[src/rtl/prio_irq_pkg.sv]
`timescale 1ns/1ps
package prio_irq_pkg;
  localparam int unsigned DEF_LINES   = 8;
  localparam int unsigned DEF_CASCADE = 2;

  typedef enum logic {
    TRIG_EDGE  = 1'b0,
    TRIG_LEVEL = 1'b1
  } trig_e;
endpackage

[src/rtl/prio_irq_capture.sv]
`timescale 1ns/1ps
module prio_irq_capture #(
  parameter int unsigned N  = prio_irq_pkg::DEF_LINES,
  parameter int unsigned IW = $clog2(N)
) (
  input  logic          clk,
  input  logic          rst,
  input  logic [N-1:0]  req_in,
  input  logic [N-1:0]  trig_lvl,
  input  logic          ack,
  input  logic [IW-1:0] ack_idx,
  output logic [N-1:0]  pend_q,
  output logic [N-1:0]  hist_q
);
  import prio_irq_pkg::*;

  for (genvar g = 0; g < N; g++) begin : g_line
    logic is_level;
    logic rise_evt;
    logic ack_hit;

    assign is_level = (trig_e'(trig_lvl[g]) == TRIG_LEVEL);
    assign rise_evt = req_in[g] & ~hist_q[g];
    assign ack_hit  = ack && (ack_idx == IW'(g));

    always_ff @(posedge clk) begin
      if (rst) begin
        pend_q[g] <= 1'b0;
        hist_q[g] <= 1'b0;
      end else begin
        hist_q[g] <= req_in[g];
        if (is_level)
          pend_q[g] <= req_in[g];
        else if (ack_hit)
          pend_q[g] <= 1'b0;
        else if (rise_evt)
          pend_q[g] <= 1'b1;
      end
    end
  end
endmodule

[src/rtl/prio_irq_service.sv]
`timescale 1ns/1ps
module prio_irq_service #(
  parameter int unsigned N  = prio_irq_pkg::DEF_LINES,
  parameter int unsigned IW = $clog2(N)
) (
  input  logic          clk,
  input  logic          rst,
  input  logic          mask_we,
  input  logic [N-1:0]  mask_val,
  input  logic          rot_we,
  input  logic [IW-1:0] rot_val,
  input  logic          auto_eoi,
  input  logic          rot_aeoi,
  input  logic          ack,
  input  logic [IW-1:0] ack_idx,
  input  logic          clr,
  input  logic [IW-1:0] clr_idx,
  output logic [N-1:0]  mask_q,
  output logic [N-1:0]  insvc_q,
  output logic [IW-1:0] rot_q,
  output logic          aeoi_rot_evt
);
  logic [N-1:0] insvc_d;

  assign aeoi_rot_evt = ack && auto_eoi && rot_aeoi;

  always_comb begin
    insvc_d = insvc_q;
    if (clr) insvc_d[clr_idx] = 1'b0;
    if (ack) insvc_d[ack_idx] = ~auto_eoi;
  end

  always_ff @(posedge clk) begin
    if (rst) begin
      mask_q  <= '0;
      insvc_q <= '0;
      rot_q   <= '0;
    end else begin
      insvc_q <= insvc_d;
      if (mask_we) mask_q <= mask_val;
      if (aeoi_rot_evt)
        rot_q <= ack_idx + IW'(1);
      else if (rot_we)
        rot_q <= rot_val;
    end
  end
endmodule

[src/rtl/prio_irq_resolve.sv]
`timescale 1ns/1ps
module prio_irq_resolve #(
  parameter int unsigned N         = prio_irq_pkg::DEF_LINES,
  parameter int unsigned IW        = $clog2(N),
  parameter int unsigned PW        = IW + 1,
  parameter bit          IS_MASTER = 1'b1,
  parameter int unsigned CASCADE   = prio_irq_pkg::DEF_CASCADE
) (
  input  logic [N-1:0]  pend_q,
  input  logic [N-1:0]  mask_q,
  input  logic [N-1:0]  insvc_q,
  input  logic [IW-1:0] rot_q,
  input  logic          nest_excl,
  output logic [PW-1:0] cand_prio,
  output logic [PW-1:0] insvc_prio,
  output logic [IW-1:0] win_idx,
  output logic          win_valid
);
  logic [N-1:0] cand_vec;
  logic [N-1:0] rank_vec;

  function automatic logic [PW-1:0] scan_rank(input logic [N-1:0] v,
                                               input logic [IW-1:0] base);
    logic [PW-1:0] r;
    r = PW'(N);
    for (int k = N - 1; k >= 0; k--) begin
      if (v[IW'(k) + base]) r = PW'(k);
    end
    return r;
  endfunction

  assign cand_vec = pend_q & ~mask_q;

  if (IS_MASTER) begin : g_master
    always_comb begin
      rank_vec = insvc_q;
      if (nest_excl) rank_vec[CASCADE] = 1'b0;
    end
  end else begin : g_slave
    assign rank_vec = insvc_q;
  end

  assign cand_prio  = scan_rank(cand_vec, rot_q);
  assign insvc_prio = scan_rank(rank_vec, rot_q);
  assign win_valid  = cand_prio < insvc_prio;
  assign win_idx    = cand_prio[IW-1:0] + rot_q;
endmodule

[src/rtl/prio_irq_core.sv]
`timescale 1ns/1ps
module prio_irq_core #(
  parameter int unsigned N_LINES   = prio_irq_pkg::DEF_LINES,
  parameter bit          IS_MASTER = 1'b1,
  parameter int unsigned CASCADE   = prio_irq_pkg::DEF_CASCADE,
  localparam int unsigned IDX_W    = $clog2(N_LINES),
  localparam int unsigned PRIO_W   = IDX_W + 1
) (
  input  logic               clk,
  input  logic               rst,
  input  logic [N_LINES-1:0] req_in,
  input  logic [N_LINES-1:0] trig_lvl,
  input  logic               mask_we,
  input  logic [N_LINES-1:0] mask_val,
  input  logic               rot_we,
  input  logic [IDX_W-1:0]   rot_val,
  input  logic               nest_excl,
  input  logic               auto_eoi,
  input  logic               rot_aeoi,
  input  logic               ack,
  input  logic [IDX_W-1:0]   ack_idx,
  input  logic               clr,
  input  logic [IDX_W-1:0]   clr_idx,
  output logic [IDX_W-1:0]   win_idx,
  output logic               win_valid,
  output logic               irq_out
);
  logic [N_LINES-1:0] pend_q;
  logic [N_LINES-1:0] hist_q;
  logic [N_LINES-1:0] mask_q;
  logic [N_LINES-1:0] insvc_q;
  logic [IDX_W-1:0]   rot_q;
  logic               aeoi_rot_evt;
  logic [PRIO_W-1:0]  cand_prio;
  logic [PRIO_W-1:0]  insvc_prio;

  prio_irq_capture #(.N(N_LINES), .IW(IDX_W)) u_capture (
    .clk     (clk),
    .rst     (rst),
    .req_in  (req_in),
    .trig_lvl(trig_lvl),
    .ack     (ack),
    .ack_idx (ack_idx),
    .pend_q  (pend_q),
    .hist_q  (hist_q)
  );

  prio_irq_service #(.N(N_LINES), .IW(IDX_W)) u_service (
    .clk         (clk),
    .rst         (rst),
    .mask_we     (mask_we),
    .mask_val    (mask_val),
    .rot_we      (rot_we),
    .rot_val     (rot_val),
    .auto_eoi    (auto_eoi),
    .rot_aeoi    (rot_aeoi),
    .ack         (ack),
    .ack_idx     (ack_idx),
    .clr         (clr),
    .clr_idx     (clr_idx),
    .mask_q      (mask_q),
    .insvc_q     (insvc_q),
    .rot_q       (rot_q),
    .aeoi_rot_evt(aeoi_rot_evt)
  );

  prio_irq_resolve #(
    .N(N_LINES), .IW(IDX_W), .PW(PRIO_W),
    .IS_MASTER(IS_MASTER), .CASCADE(CASCADE)
  ) u_resolve (
    .pend_q    (pend_q),
    .mask_q    (mask_q),
    .insvc_q   (insvc_q),
    .rot_q     (rot_q),
    .nest_excl (nest_excl),
    .cand_prio (cand_prio),
    .insvc_prio(insvc_prio),
    .win_idx   (win_idx),
    .win_valid (win_valid)
  );

  assign irq_out = win_valid;
endmodule

[config.mk]
export PLATFORM = sky130hd
export DESIGN_NAME = prio_irq_core
export DESIGN_NICKNAME = d
export VERILOG_FILES = /design/src/rtl/prio_irq_pkg.sv /design/src/rtl/prio_irq_capture.sv /design/src/rtl/prio_irq_service.sv /design/src/rtl/prio_irq_resolve.sv /design/src/rtl/prio_irq_core.sv
export SDC_FILE = /design/constraint.sdc
export NUM_CORES = 1
export LEC_CHECK = 0
export BUFFER_PORTS_ARGS = -buffer_cell sky130_fd_sc_hd__clkbuf_2
export CORE_ASPECT_RATIO = 0.75
export CORE_MARGIN = 2
export CORE_UTILIZATION = 41
export DETAILED_ROUTE_END_ITERATION = 12
export GPL_TIMING_DRIVEN = 0
export RECOVER_POWER = 100
export SYNTH_ARGS = -nofsm -noshare
export SYNTH_HDL_FRONTEND = slang
export SYNTH_SLANG_ARGS = --single-unit
[constraint.sdc]
create_clock -name clk -period 6.2 [get_ports clk]
set_input_delay 1.24 -clock clk [delete_from_list [all_inputs] [get_ports clk]]
set_output_delay 1.24 -clock clk [all_outputs]
set_load 0.01 [all_outputs]
==> Implementation_results.wiki <==
{| class="wikitable"
! Metric !! Value
|-
| H-tree depth || 2
|-
| Initial DRT Pass Iterations || 4
|-
| Initial Util || 0.421
|-
| Tightest Hold Check Type || flip-flop to flip-flop
|-
| TritonCTS clock tree || done
|-
| Cell at the root of the clock tree || sky130_fd_sc_hd__clkbuf_8
|-
| Final setup slack of the worst path || around 0.63 ns
|-
| Overall die height || between 70 and 80 um
|-
| Wire length of the first global-routing pass || slightly above 10000 um
|-
| Setup TNS Final || 0 ns
|-
| Source of the worst hold timing path || u_service.mask_q[7]$_SDFFE_PP0P_
|-
| Cells after synthesis || 290
|-
| Io pins || 47
|-
| Half-perimeter wire length after placement || approximately 5000 um
|-
| Layout-stage area growth over the synthesis result || 15.9%
|-
| Minimum clock period || around 5.6 ns
|-
| Fraction of layout instances using a drive strength above 1 || 0.229
|-
| Area of the die || 0.00708 mm2
|-
| Clock network latency to the later pin of the worst-skew pair || around 0.29 ns
|-
| Simple-gate share of the synthesized area || 0.218
|-
| Area share of xor/xnor cells in the synthesized design || 0.0233
|-
| Top area cells in the synthesized netlist || sky130_fd_sc_hd__dfxtp_1 (27%), sky130_fd_sc_hd__mux4_2 (11%), sky130_fd_sc_hd__ha_1 (5.7%)
|-
| Clock buffer count from CTS || 5
|-
| Total wire length || ~6000 um
|-
| Sequential area share after synthesis || 0.266
|-
| Number of hold-slack violations in the final timing report || 0
|-
| Grt met1 use || 0.293
|-
| CTS Buffer Depth || 2
|-
| Cell row count || 25
|-
| Detailed-route DRC error count || 0
|-
| CP Data Required Time || about 5 ns
|-
| Post-Synthesis Net Count || about 350
|-
| Post-layout nets || 395
|-
| Number of DRC markers after the initial detailed-route iteration || 209
|-
| Worst Skew || 0.0127 ns
|-
| Cts-stage hold buffer count || 0
|-
| Place WS || roughly 1.1 ns
|-
| GRT met3 Usage || 0.0359
|-
| Tot GR Track Use || 0.187
|-
| Share of the clock period used by the worst path || 0.898
|-
| Crit path max fanout || 10
|-
| Data arrival time of the worst path || 4.33 ns
|-
| Core footprint || 0.00626 mm2
|-
| Dominant combinational cell family by area after synthesis || simple AND/OR/NAND/NOR gates
|-
| Top post-synthesis cells by count || sky130_fd_sc_hd__dfxtp_1 (35), sky130_fd_sc_hd__nor2_1 (26), sky130_fd_sc_hd__nand2_1 (23)
|-
| Mean instance size in the synthesized netlist || ~9.1 um2
|-
| Vias in the first global route || between 2000 and 2500
|-
| Total of endpoints with negative setup slack in the final report || 0
|-
| Critical Setup Path Class || flip-flop to primary output
|-
| Number of distinct library cells after synthesis || 55
|-
| Quantity of gates resized following cts || 0
|-
| Synth Area in Compound Gates || 0.188
|-
| Number of setup buffers added after CTS || 0
|-
| Final ANT Viol Nets || 0
|-
| Adder-Cell Fraction of Synth Area || 0.0646
|-
| Worst slew margin relative to its limit || 0.605
|-
| Predominant post-synthesis flop cell || sky130_fd_sc_hd__dfxtp_1
|-
| Detail-routed net length per standard cell || between 10 and 15 um
|-
| Post-layout power || 0.699 mW
|-
| Run status || completed
|-
| Global route total overflow || 0
|-
| Number of diodes added for antenna fixing || 0
|-
| Area of the mapped netlist || 0.00263 mm2
|-
| Busiest grt layer || met1
|-
| Setup repair after global routing missed its margin || false
|-
| Startpoint type of the worst setup path || flip-flop
|-
| Maximum capacitance violations || 0
|-
| Final core occ || 0.488
|-
| Maximum number of pins on one net before global-route repair || 13
|-
| VDD IR max || 0.119 mV
|-
| Clock-pin slew reported for the worst setup and hold paths after clock tree synthesis || 0.08 ns
|-
| Synth Register Bits || 35
|-
| Antenna violations before repair || 0
|-
| Post-synthesis mux area share || 0.194
|-
| Detailed-route via count || 2263
|-
| PortBufs || between 40 and 50
|-
| Yosys top cell by area || sky130_fd_sc_hd__dfxtp_1
|-
| Grt met2 use || 0.262
|-
| Synth async-reset ratio || 0
|-
| Number of enable-type register cells in the synthesized netlist || 0
|-
| Source of the worst register-to-register timing path || u_service.rot_q[1]$_SDFFE_PP0P_
|-
| Critical Path End Type || primary output
|-
| Horizontal extent of the die || approximately 97 um
|-
| Pwr/cell area || around 230 mW/mm2
|-
| Highest achievable clock rate || roughly 180 MHz
|-
| Slew at the pin closest to its max-slew limit || between 0.5 and 0.6 ns
|-
| Yosys warnings || 0
|-
| Critical path startpoint || u_service.rot_q[1]$_SDFFE_PP0P_
|-
| Sinks on Clock Net || 35
|-
| Static leakage || about 1.2 nW
|-
| Final Slew Violations || 0
|-
| Final weighted congestion in routability-driven placement || roughly 0.81
|-
| Post-detailed-route via-to-cell ratio || 5.36
|-
| Cell with the most instances after synthesis || sky130_fd_sc_hd__dfxtp_1
|-
| Proportion of netlist area held by the largest area contributor || 0.266
|}
==> layer usage <==
metal	part of all wire	routed length (um)	vias up
li1	-	-	1154
met4	0.0090	55	0
met2	0.41	2490	49
met5	0	0	-
met3	0.040	245	6
met1	0.54	3320	1054
==> where the power goes <==
part           internal [mW]  switching (mW)  total, mW
clock                  0.132          0.0849      0.217
sequential             0.237         0.00955      0.246
combinational          0.117           0.119      0.235
==> cells by family after synthesis <==
logic type | Yosys count
and+or+nand+nor | 108
AOI/OAI and AO/OA | 73
DFF | 35
muxes | 32
buffers and inverters | 25
adders and majority gates | 13
xor gates and xnor gates | 4
==> path summary, 6_finish.rpt <==
kind	to	slack, ns	cells after the start
setup / recovery	win_valid	0.63	15
hold reg to reg	u_service.mask_q[7]$_SDFFE_PP0P_	0.49	2
hold / removal	u_service.mask_q[7]$_SDFFE_PP0P_	0.49	2
setup reg to reg	u_service.rot_q[1]$_SDFFE_PP0P_	4.49	6
==> critical path: stages, from the launching register on <==
cell                       delay, ns
sky130_fd_sc_hd__dfxtp_1        0.46
sky130_fd_sc_hd__clkbuf_1       0.39
sky130_fd_sc_hd__inv_1          0.21
sky130_fd_sc_hd__ha_1           0.25
sky130_fd_sc_hd__xnor2_1        0.48
sky130_fd_sc_hd__mux4_2         0.62
sky130_fd_sc_hd__o211a_1        0.17
sky130_fd_sc_hd__o21bai_1       0.12
sky130_fd_sc_hd__a21oi_1        0.08
sky130_fd_sc_hd__nor2_1         0.21
sky130_fd_sc_hd__ha_1           0.27
sky130_fd_sc_hd__o21a_1         0.17
sky130_fd_sc_hd__o21a_1         0.17
sky130_fd_sc_hd__o22ai_1        0.18
sky130_fd_sc_hd__buf_4          0.13
sky130_fd_sc_hd__clkbuf_1       0.14
==> final cells by class <==
cell class / instances / area (um2)
plain buffers: 17 / 87.6
clock buffers: 6 / 82.6
clock inverters: 2 / 38.8
fillers: 605 / 3200
inverters: 8 / 35.0
multi-input cells: 230 / 1800
flip-flops and latches: 35 / 701
well taps: 81 / 101
repair buffers: 43 / 209
==> per-stage QoR <==
stage | hold slack [ns] | area [um2] | cells
finish | 0.487 | 3050 | 422
global placement | 0.470 | 2950 | 414
global route | 0.517 | 3050 | 422
CTS | 0.492 | 3070 | 422
detailed placement | 0.474 | 2950 | 414
floorplan | 0.451 | 2630 | 290
==> state kept, by name (all words and copies together), names as in the netlist <==
signal             count
u_capture.pend_q       8
u_service.insvc_q      8
u_service.mask_q       8
u_service.rot_q        3
u_capture.hist_q       8
==> cell usage in the layout (no fill, tap or decap), types with 2 or more instances in the layout <==
cell                        n
sky130_fd_sc_hd__clkbuf_2  38
sky130_fd_sc_hd__dfxtp_1   35
sky130_fd_sc_hd__nor2_1    26
sky130_fd_sc_hd__nand2_1   23
sky130_fd_sc_hd__a21oi_1   19
sky130_fd_sc_hd__clkbuf_1  17
sky130_fd_sc_hd__nor2b_1   15
sky130_fd_sc_hd__mux2i_1   15
sky130_fd_sc_hd__o21ai_0   14
sky130_fd_sc_hd__mux4_2    13
sky130_fd_sc_hd__nand2b_1  13
sky130_fd_sc_hd__ha_1      12
sky130_fd_sc_hd__o21a_1    10
sky130_fd_sc_hd__nand3b_1   8
sky130_fd_sc_hd__nand3_1    8
sky130_fd_sc_hd__o211ai_1   7
sky130_fd_sc_hd__inv_1      6
sky130_fd_sc_hd__clkbuf_8   6
sky130_fd_sc_hd__a211oi_1   4
sky130_fd_sc_hd__xnor2_1    3
sky130_fd_sc_hd__buf_6      2
sky130_fd_sc_hd__buf_4      2
sky130_fd_sc_hd__a21boi_0   2
sky130_fd_sc_hd__a31o_2     2
sky130_fd_sc_hd__and2_1     2
sky130_fd_sc_hd__or3_1      2
sky130_fd_sc_hd__inv_6      2
sky130_fd_sc_hd__mux2_4     2
sky130_fd_sc_hd__o22ai_1    2
sky130_fd_sc_hd__nor3b_1    2
sky130_fd_sc_hd__and3_1     2
sky130_fd_sc_hd__a31oi_1    2
sky130_fd_sc_hd__o311ai_0   2
No activity file was read; power rests on OpenSTA's default activity.
